==> src/rtl/tcf_pkg.sv <==
package tcf_pkg;

    typedef enum logic [2:0] {
        ST_IDLE = 3'd0,
        ST_READY = 3'd1,
        ST_RECV = 3'd2,
        ST_EXEC = 3'd3,
        ST_COMPL = 3'd4
    } tcf_state_e;

    typedef struct packed {
        logic [1:0] family;
        logic       rsvd;
        logic       selftest;
        logic       expect_more;
        logic       data_avail;
        logic       cmd_ready;
        logic       valid;
    } tcf_sts_t;

    localparam logic [7:0] F_VALID = 8'h01;
    localparam logic [7:0] F_CMDRDY = 8'h02;
    localparam logic [7:0] F_AVAIL = 8'h04;
    localparam logic [7:0] F_EXPECT = 8'h08;

    localparam logic [2:0] WR_CMD_READY = 3'b001;
    localparam logic [2:0] WR_GO = 3'b010;
    localparam logic [2:0] WR_RETRY = 3'b100;

    localparam logic SEL_STS = 1'b0;
    localparam logic SEL_FIFO = 1'b1;

    // Replace the transient flags, keep self-test-done and family.
    function automatic tcf_sts_t sts_keep(tcf_sts_t cur, logic [7:0] flags);
        tcf_sts_t o;
        o = tcf_sts_t'(flags & 8'h0F);
        o.family = cur.family;
        o.selftest = cur.selftest;
        return o;
    endfunction

endpackage

==> src/rtl/tcf_byte_buf.sv <==
module tcf_byte_buf #(
    parameter int DEPTH = 256,
    localparam int AW = $clog2(DEPTH)
) (
    input  logic          clk,
    input  logic          we,
    input  logic [AW-1:0] waddr,
    input  logic [7:0]    wdata,
    input  logic [AW-1:0] raddr_a,
    output logic [7:0]    rdata_a,
    input  logic [AW-1:0] raddr_b,
    output logic [7:0]    rdata_b
);
    logic [7:0] mem [DEPTH];

    always_ff @(posedge clk) begin
        if (we) begin
            mem[waddr] <= wdata;
        end
    end

    assign rdata_a = mem[raddr_a];
    assign rdata_b = mem[raddr_b];
endmodule

==> src/rtl/tcf_burst_calc.sv <==
module tcf_burst_calc #(
    parameter int DEPTH = 256,
    localparam int PW = $clog2(DEPTH + 1)
) (
    input  logic [PW-1:0] ptr,
    input  logic [PW-1:0] rsp_len,
    input  logic          avail,
    input  logic          byte_rd,
    output logic [15:0]   burst
);
    logic [PW-1:0] remain;

    always_comb begin
        remain = avail ? (rsp_len - ptr) : (PW'(DEPTH) - ptr);
        burst = 16'(remain);
        if (byte_rd && (burst > 16'd255)) begin
            burst = 16'd255;
        end
    end
endmodule

==> src/rtl/tpm_cmd_fifo_ctrl.sv <==
module tpm_cmd_fifo_ctrl
    import tcf_pkg::*;
#(
    parameter int DEPTH = 256,
    parameter logic [1:0] FAMILY = 2'b10,
    localparam int AW = $clog2(DEPTH),
    localparam int PW = $clog2(DEPTH + 1)
) (
    input  logic          clk,
    input  logic          rst_n,
    input  logic          reg_wr_i,
    input  logic          reg_rd_i,
    input  logic          reg_sel_i,
    input  logic          reg_byte_i,
    input  logic [7:0]    reg_wdata_i,
    output logic          rd_valid_o,
    output logic [31:0]   rd_data_o,
    output logic          exec_req_o,
    output logic [PW-1:0] exec_len_o,
    output logic          cancel_req_o,
    input  logic          done_i,
    input  logic          selftest_i,
    input  logic          be_wr_i,
    input  logic [AW-1:0] be_addr_i,
    input  logic [7:0]    be_wdata_i,
    output logic [7:0]    be_rdata_o,
    output logic          irq_cmd_ready_o,
    output logic          irq_sts_valid_o,
    output logic          irq_data_avail_o
);
    typedef struct packed {
        tcf_state_e    st;
        tcf_sts_t      sts;
        logic [PW-1:0] ptr;
        logic [PW-1:0] exec_len;
        logic [31:0]   len;
        logic          abort;
        logic          exec_req;
        logic          cancel;
        logic          irq_cr;
        logic          irq_sv;
        logic          irq_da;
        logic          rd_valid;
        logic [31:0]   rd_data;
    } regs_t;

    regs_t r_q, r_d;

    logic          host_we;
    logic          buf_we;
    logic [AW-1:0] buf_waddr;
    logic [7:0]    buf_wdata;
    logic [7:0]    host_rdata;
    logic [PW-1:0] rsp_len;
    logic [15:0]   burst;
    logic          st_wr, ff_wr, st_rd, ff_rd;
    logic          do_cr, do_go, do_retry, exec_done;
    logic [PW:0]   cnt_next;

    // Monitor copies for the bound checker.
    tcf_state_e    st_mon;
    tcf_sts_t      sts_mon;
    logic [PW-1:0] ptr_mon;
    logic          abort_mon;

    assign st_mon = r_q.st;
    assign sts_mon = r_q.sts;
    assign ptr_mon = r_q.ptr;
    assign abort_mon = r_q.abort;

    function automatic logic [31:0] put_len(logic [31:0] cur, logic [2:0] off,
                                            logic [7:0] b);
        logic [31:0] o;
        o = cur;
        case (off)
            3'd2: o[31:24] = b;
            3'd3: o[23:16] = b;
            3'd4: o[15:8] = b;
            3'd5: o[7:0] = b;
            default: o = cur;
        endcase
        return o;
    endfunction

    assign rsp_len = (r_q.len > 32'(DEPTH)) ? PW'(DEPTH) : r_q.len[PW-1:0];

    assign st_wr = reg_wr_i && (reg_sel_i == SEL_STS);
    assign ff_wr = reg_wr_i && (reg_sel_i == SEL_FIFO);
    assign st_rd = reg_rd_i && !reg_wr_i && (reg_sel_i == SEL_STS);
    assign ff_rd = reg_rd_i && !reg_wr_i && (reg_sel_i == SEL_FIFO);
    assign do_cr = st_wr && (reg_wdata_i[2:0] == WR_CMD_READY);
    assign do_go = st_wr && (reg_wdata_i[2:0] == WR_GO);
    assign do_retry = st_wr && (reg_wdata_i[2:0] == WR_RETRY);
    assign exec_done = done_i && (r_q.st == ST_EXEC);
    assign cnt_next = {1'b0, r_q.ptr} + 1'b1;

    tcf_byte_buf #(.DEPTH(DEPTH)) u_buf (
        .clk     (clk),
        .we      (buf_we),
        .waddr   (buf_waddr),
        .wdata   (buf_wdata),
        .raddr_a (r_q.ptr[AW-1:0]),
        .rdata_a (host_rdata),
        .raddr_b (be_addr_i),
        .rdata_b (be_rdata_o)
    );

    tcf_burst_calc #(.DEPTH(DEPTH)) u_burst (
        .ptr     (r_q.ptr),
        .rsp_len (rsp_len),
        .avail   (r_q.sts.data_avail),
        .byte_rd (reg_byte_i),
        .burst   (burst)
    );

    always_comb begin
        r_d = r_q;
        r_d.exec_req = 1'b0;
        r_d.cancel = 1'b0;
        r_d.irq_cr = 1'b0;
        r_d.irq_sv = 1'b0;
        r_d.irq_da = 1'b0;
        r_d.rd_valid = 1'b0;
        host_we = 1'b0;

        // Host FIFO write path.
        if (ff_wr) begin
            if (r_q.st == ST_READY) begin
                r_d.st = ST_RECV;
                r_d.sts = sts_keep(r_q.sts, F_EXPECT | F_VALID);
                r_d.irq_sv = !r_q.sts.valid;
            end
            if ((r_q.st == ST_READY) ||
                ((r_q.st == ST_RECV) && r_q.sts.expect_more)) begin
                if (r_q.ptr < PW'(DEPTH)) begin
                    host_we = 1'b1;
                    r_d.ptr = cnt_next[PW-1:0];
                    if (r_q.ptr < PW'(6)) begin
                        r_d.len = put_len(r_q.len, r_q.ptr[2:0], reg_wdata_i);
                    end
                    if (cnt_next > (PW+1)'(5)) begin
                        r_d.sts.expect_more = (r_d.len > 32'(cnt_next));
                        r_d.sts.valid = 1'b1;
                    end
                end else begin
                    r_d.sts.expect_more = 1'b0;
                    r_d.sts.valid = 1'b1;
                end
            end
        end

        // Backend writes update the header length when the host is not storing.
        if (!host_we && be_wr_i && (be_addr_i < AW'(6))) begin
            r_d.len = put_len(r_q.len, be_addr_i[2:0], be_wdata_i);
        end

        // Host status writes.
        if (do_cr) begin
            case (r_q.st)
                ST_IDLE, ST_RECV: begin
                    r_d.st = ST_READY;
                    r_d.ptr = '0;
                    r_d.sts = sts_keep(r_q.sts, F_CMDRDY);
                    r_d.irq_cr = 1'b1;
                end
                ST_READY: begin
                    r_d.ptr = '0;
                end
                ST_EXEC: begin
                    if (!done_i) begin
                        r_d.cancel = 1'b1;
                        r_d.abort = 1'b1;
                    end
                end
                ST_COMPL: begin
                    r_d.st = ST_READY;
                    r_d.ptr = '0;
                    if (!r_q.sts.cmd_ready) begin
                        r_d.sts = sts_keep(r_q.sts, F_CMDRDY);
                        r_d.irq_cr = 1'b1;
                    end
                    r_d.sts.data_avail = 1'b0;
                end
                default: r_d.st = r_q.st;
            endcase
        end

        if (do_go && (r_q.st == ST_RECV) && !r_q.sts.expect_more) begin
            r_d.st = ST_EXEC;
            r_d.exec_req = 1'b1;
            r_d.exec_len = r_q.ptr;
        end

        if (do_retry && (r_q.st == ST_COMPL)) begin
            r_d.ptr = '0;
            r_d.sts = sts_keep(r_q.sts, F_VALID | F_AVAIL);
        end

        // Backend completion.
        if (exec_done) begin
            r_d.ptr = '0;
            if (r_q.abort || do_cr) begin
                r_d.st = ST_READY;
                r_d.sts = sts_keep(r_q.sts, F_CMDRDY);
                r_d.irq_cr = 1'b1;
                r_d.abort = 1'b0;
            end else begin
                r_d.st = ST_COMPL;
                r_d.sts = sts_keep(r_q.sts, F_VALID | F_AVAIL);
                r_d.irq_da = 1'b1;
                r_d.irq_sv = 1'b1;
            end
            if (selftest_i) begin
                r_d.sts.selftest = 1'b1;
            end
        end

        // Host reads.
        if (ff_rd) begin
            r_d.rd_valid = 1'b1;
            r_d.rd_data = 32'h0000_00FF;
            if ((r_q.st == ST_COMPL) && r_q.sts.data_avail) begin
                r_d.rd_data = {24'h0, host_rdata};
                r_d.ptr = cnt_next[PW-1:0];
                if (cnt_next >= (PW+1)'(rsp_len)) begin
                    r_d.sts = sts_keep(r_q.sts, F_VALID);
                    r_d.irq_sv = 1'b1;
                end
            end
        end
        if (st_rd) begin
            r_d.rd_valid = 1'b1;
            r_d.rd_data = {8'h0, burst, r_q.sts};
        end
    end

    always_comb begin
        buf_we = host_we || be_wr_i;
        buf_waddr = host_we ? r_q.ptr[AW-1:0] : be_addr_i;
        buf_wdata = host_we ? reg_wdata_i : be_wdata_i;
    end

    always_ff @(posedge clk) begin
        if (!rst_n) begin
            r_q <= '0;
            r_q.sts.family <= FAMILY;
        end else begin
            r_q <= r_d;
        end
    end

    assign rd_valid_o = r_q.rd_valid;
    assign rd_data_o = r_q.rd_data;
    assign exec_req_o = r_q.exec_req;
    assign exec_len_o = r_q.exec_len;
    assign cancel_req_o = r_q.cancel;
    assign irq_cmd_ready_o = r_q.irq_cr;
    assign irq_sts_valid_o = r_q.irq_sv;
    assign irq_data_avail_o = r_q.irq_da;
endmodule

==> config.mk <==
export PLATFORM = sky130hd
export DESIGN_NAME = tpm_cmd_fifo_ctrl
export DESIGN_NICKNAME = d
export VERILOG_FILES = /design/src/rtl/tcf_pkg.sv /design/src/rtl/tcf_byte_buf.sv /design/src/rtl/tcf_burst_calc.sv /design/src/rtl/tpm_cmd_fifo_ctrl.sv
export SDC_FILE = /design/constraint.sdc
export NUM_CORES = 2
export LEC_CHECK = 0
export BUFFER_PORTS_ARGS = -buffer_cell sky130_fd_sc_hd__buf_2
export CAP_MARGIN = 30
export CORE_ASPECT_RATIO = 2
export CORE_UTILIZATION = 60
export CTS_BUF_LIST = sky130_fd_sc_hd__clkbuf_8 sky130_fd_sc_hd__clkbuf_16
export CTS_CLUSTER_DIAMETER = 120
export DETAILED_ROUTE_END_ITERATION = 8
export GPL_TIMING_DRIVEN = 0
export PLACE_DENSITY = 0.76
export SLEW_MARGIN = 20
export SYNTH_ARGS = -nofsm -noshare
export SYNTH_HDL_FRONTEND = slang
export SYNTH_HIERARCHICAL = 1
export SYNTH_SLANG_ARGS = --single-unit
export TNS_END_PERCENT = 1
==> constraint.sdc <==
create_clock -name clk -period 7.59 [get_ports clk]
set_input_delay 0.759 -clock clk [delete_from_list [all_inputs] [get_ports clk]]
set_output_delay 0.759 -clock clk [all_outputs]
set_load 0.03 [all_outputs]
==> results of run 1 <==
[kinds of logic after synthesis]
| logic type | after synthesis |
|---|---|
| other | 2 |
| and+or+nand+nor | 891 |
| DFF | 2138 |
| AOI/OAI and AO/OA | 640 |
| adders and majority gates | 35 |
| xor gates and xnor gates | 18 |
| buffers and inverters | 518 |
| muxes | 1363 |
[cell usage after synthesis (all sizes together) (37+ instances only)]
master / count
dfxtp: 90
a21oi: 116
buf: 317
a22oi: 62
edfxtp: 2048
o22ai: 61
mux4: 1051
nand3: 69
o221ai: 73
clkbuf: 164
o21ai: 70
mux2i: 255
nor2b: 49
nand2: 232
mux2: 57
a221oi: 37
nor2: 342
[stage by stage]
| step | hold slack (ps) | util, % | std cells | setup TNS [ps] | setup slack, ps |
|---|---|---|---|---|---|
| after CTS | 208 | 67.9 | 8484 | 0 | 483 |
| after detailed placement | 457 | 64.4 | 8149 | 0 | 405 |
| after global placement | 454 | 62.4 | 7962 | -4699490 | -3020 |
| after floorplan | 421 | - | 5618 | 0 | 1860 |
[metal layers]
layer	global-route usage, %	overflow
met3	43.3	0
met4	66.6	6
met1	67.4	0
met2	87.3	5
met5	9.39	0
==> flow_summary.toml, run 1 <==
[synth]
yosysTopAreaCell = "edfxtp_1"
synth_top_area_share_pct = 59.8
ys_top_cells_by_area = "edfxtp_1, mux4_2, mux2i_1"
syn_area_per_cell_um2 = 18.4
muxShareOfSynthArea_pct = 26.1
synth_xor_area_share_pct = 0.153
synth-edff-count = 2048
yosysWarnings = 6
syn_area_um2 = 103000
synth_compound_area_share_pct = 4.51
synth_top_family_by_area = "multiplexers"
yosysSeqAreaShare_pct = 61.5
synthAdderAreaFrac_pct = 0.433
ys_seq_elements = 2138
synth_flop_cell = "edfxtp_1"
ys_async_sr_fraction_pct = 0
synthDistinctLibCells = 93
synthSimpleGateAreaFrac_pct = 4.04
syn_inst = 5605

[floorplanning]
fp.dieH_um = 588
initial_utilization_pct = 60.5
die_w_um = 295
placementRows = 214
ios = 88

[place]
dp_hpwl_um = 379000
gp_congestion = 1.20
port_buffers = 76
dpl_cell_area_um2 = 109000

[grt]
grt_pass1_vias = 77100
grt_overflow = 11
grt_max_degree = 130
grt_pass1_wl_um = 746000
grt_usage_pct = 66.2

[cts]
cts-hold-fix-buffers = 0
htree_levels = 4
cts_resized = 0
cts-buffers-inserted = 189
cts_setup_buffers = 0
cts_buffer_depth = 4
cts_sinks = 2138
root_buffer = "clkbuf_16"

[run_status]
status = "did not finish"
haltStage = "5_1_grt"
error_line = "[ERROR GRT-0116] Global routing finished with congestion. Check the congestion regions in the DRC Viewer."
==> run 2: changes to the inputs <==
Settings changed: CORE_ASPECT_RATIO 2 to not set, CORE_UTILIZATION 60 to 40, CTS_BUF_LIST sky130_fd_sc_hd__clkbuf_8 sky130_fd_sc_hd__clkbuf_16 to not set, CTS_CLUSTER_DIAMETER 120 to not set, PLACE_DENSITY 0.76 to not set, PLACE_DENSITY_LB_ADDON set to 0.15.
==> flow_summary.toml, run 2 <==
[run_status]
status = "complete, but fails checks"
violations = "DRC"

[setup_path]
slowest_stage = "buf_2"
critPathArrivalTime_ps = 6460
worstPathCellList = "buf_2 > buf_4 > buf_4 > buf_2 > buf_2 > buf_2 > mux4_2 > a22oi_1 > a21oi_1 > nor4_2 > nor4_1 > buf_2 > buf_2"
critPathMaxStageDelay_ps = 900
path_class = "primary input to output port"
cp_data_required_time_ps = 6830
path_common_cell = "buf_2"
r2r_slack_ps = 740
reg2regPathDepth = 12
crit_fanout = 10
setup.worst_path.start_class = "primary input"
crit_buf_inv = 8
crit_family = "buffers and inverters"
regToRegEndpoint = "u_buf/mem[78][6]"
timing.rr.start = "st_mon[2]"
end_kind = "output port"
crit_start = "be_addr_i[1]"

[route]
wire_per_inst_um = 54.5
vias = 72100
vias_per_cell = 7.37
routed_wl_um = 533000
detail-route-antenna-nets = 0
drt_first_iter_violations = 14700
drc = 12
firstDrtPassIters = 9

[synth]
synth-edff-count = 2048
yosysWarnings = 6
syn_inst = 5605
syn_area_um2 = 103000
synth.most_common_cell = "edfxtp_1"
synthDistinctLibCells = 93
yosysTopAreaCell = "edfxtp_1"
synth_top_area_share_pct = 59.8
ys_top_cells_by_area = "edfxtp_1, mux4_2, mux2i_1"
yosysSeqAreaShare_pct = 61.5
synth_flop_cell = "edfxtp_1"
synth_common_cells = "edfxtp_1, mux4_2, nor2_1"
ys_seq_elements = 2138
ys_async_sr_fraction_pct = 0
syn_area_per_cell_um2 = 18.4

[cts]
root_buffer = "clkbuf_16"
cts_resized = 0
cts-buffers-inserted = 232
clk_latency_ps = 940
htree_levels = 4
cts_setup_buffers = 0
path_clk_slew_ps = 60
cts-hold-fix-buffers = 0
cts_sinks = 2138
cts_tree = "yes"
cts_buffer_depth = 3

[sta]
max-slew-margin-rel_pct = 16.7
finalSetupViolCount = 0
period_needed_ps = 7220
slew_violations = 0
worst_pin_slew_ps = 1250
fin_worst_skew_ps = 57.2
worst_slack_ps = 371
finalCritPeriodShare_pct = 95.1
hold_ws_ps = 78.6
rsz0062_at_grt = "no"
hold_viol_final = 0
fmax_mhz = 139

[grt]
grt_max_degree = 125
antenna_found_initial = 69
grt_pass1_wl_um = 674000
grt_usage_pct = 40.9
grt_overflow = 0
grt_pass1_vias = 65400

[pwr]
seqPwrFrac_pct = 48.8
p_comb_share_pct = 7.8
total_power_mw = 26.5
pwr_density_cell_nw_per_um2 = 222
ir_drop_uv = 267
netSwitchingFraction_pct = 24.8
p_int_mw = 19.9
p_leak_nw = 37.6
p_sw_mw = 6.59
clockPowerShare_pct = 43.4

[min_path]
whs_endpoint = "r_q[93]"
hold_depth = 3
holdCritPathClass = "primary input to flop"
min_from = "selftest_i"

[place]
dpl_cell_area_um2 = 111000
pre_cts_ws_ps = 865
dp_cells = 9277
port_buffers = 76
gp_congestion = 1.10
dp_hpwl_um = 387000

[layout]
finalNonFillerCells = 9774
regMostFlops = "u_buf/mem"
stdcell_area_um2 = 119000
n_fill_cell = 21500
layout_commonest_cell = "edfxtp_1"
most-common-layout-cells = "edfxtp_1, mux4_2, mux2i_1"
final_nets = 6247
drive_above_1_share_pct = 36.5
syn_to_final_growth_pct = 15.9
largest_reg_flops = 2048

[job]
max_cap_viol_count = 0

[floorplanning]
die_w_um = 509
initial_utilization_pct = 40.4
ios = 88
fp.dieArea_um2 = 259000
placementRows = 185
core-area_um2 = 255000
fp.dieH_um = 509
[run 2: final cells by class]
class                      instances  area [um^2]  share of cell area [%]
clock buffer                     267         5990                    5.03
buffer                           481         3260                    2.74
antenna                           41          103                  0.0861
multi-input combinational       2962        36800                    30.9
sequential                      2138        63300                    53.1
clock inverter                   155         1570                    1.32
timing repair buffer             327         3840                    3.22
tap                             3366         4210                    3.53
inverter                          37          139                   0.116
[run 2: worst max-delay path by stage]
stage	to	slack [ps]	depth (start not counted)
2_1_floorplan	u_buf/mem[0][0]	1860	6
3_3_place_gp	u_buf/mem[218][0]	-3520	7
3_5_place_dp	u_buf/mem[95][1]	860	14
4_1_cts	be_rdata_o[5]	910	13
5_1_grt	be_rdata_o[6]	750	13
6_report	be_rdata_o[6]	370	13
[run 2: through the flow]
stage	utilization (%)	TNS [ps]
floorplan	-	0
global placement	42.2	-5532650
detailed placement	43.7	0
CTS	46.6	0
global route	46.8	0
finish	46.8	0
[run 2: power by group through the flow]
stage                     logic, mW  registers, mW  clock network [mW]
after CTS                      1.93           13.0                11.5
after global placement         1.81           13.3                   0
after detailed placement       1.92           13.2                   0
after floorplan               0.874           13.3                   0
after global routing           2.00           12.9                11.9
final                          2.06           13.0                11.5
[run 2: cells by family after synthesis]
kind of cell    after synthesis  synth area share, %
flops                      2138                 61.5
mux                        1363                 26.1
simple gates                891                 4.04
compound gates              640                 4.51
buf+inv                     518                 3.20
fa+ha+maj                    35                0.433
xor+xnor                     18                0.153
other cells                   2              0.00730
[run 2: layer usage]
layer  global-route usage [%]  share of wire [%]  up-vias
met2                     55.5                 40     7114
met3                     18.9                 16     1730
met1                     50.6                 34    38300
met4                     30.4                9.1       52
li1                         -                  -    24900
met5                    0.804               0.15        -
[run 2: tightest hold or removal path: cells and delay by family]
kind,cells,cell delay (ps)
AOI/OAI and AO/OA,1,50
buffers and inverters,1,80
and+or+nand+nor,1,90
Power figures use the tool's default switching activity.
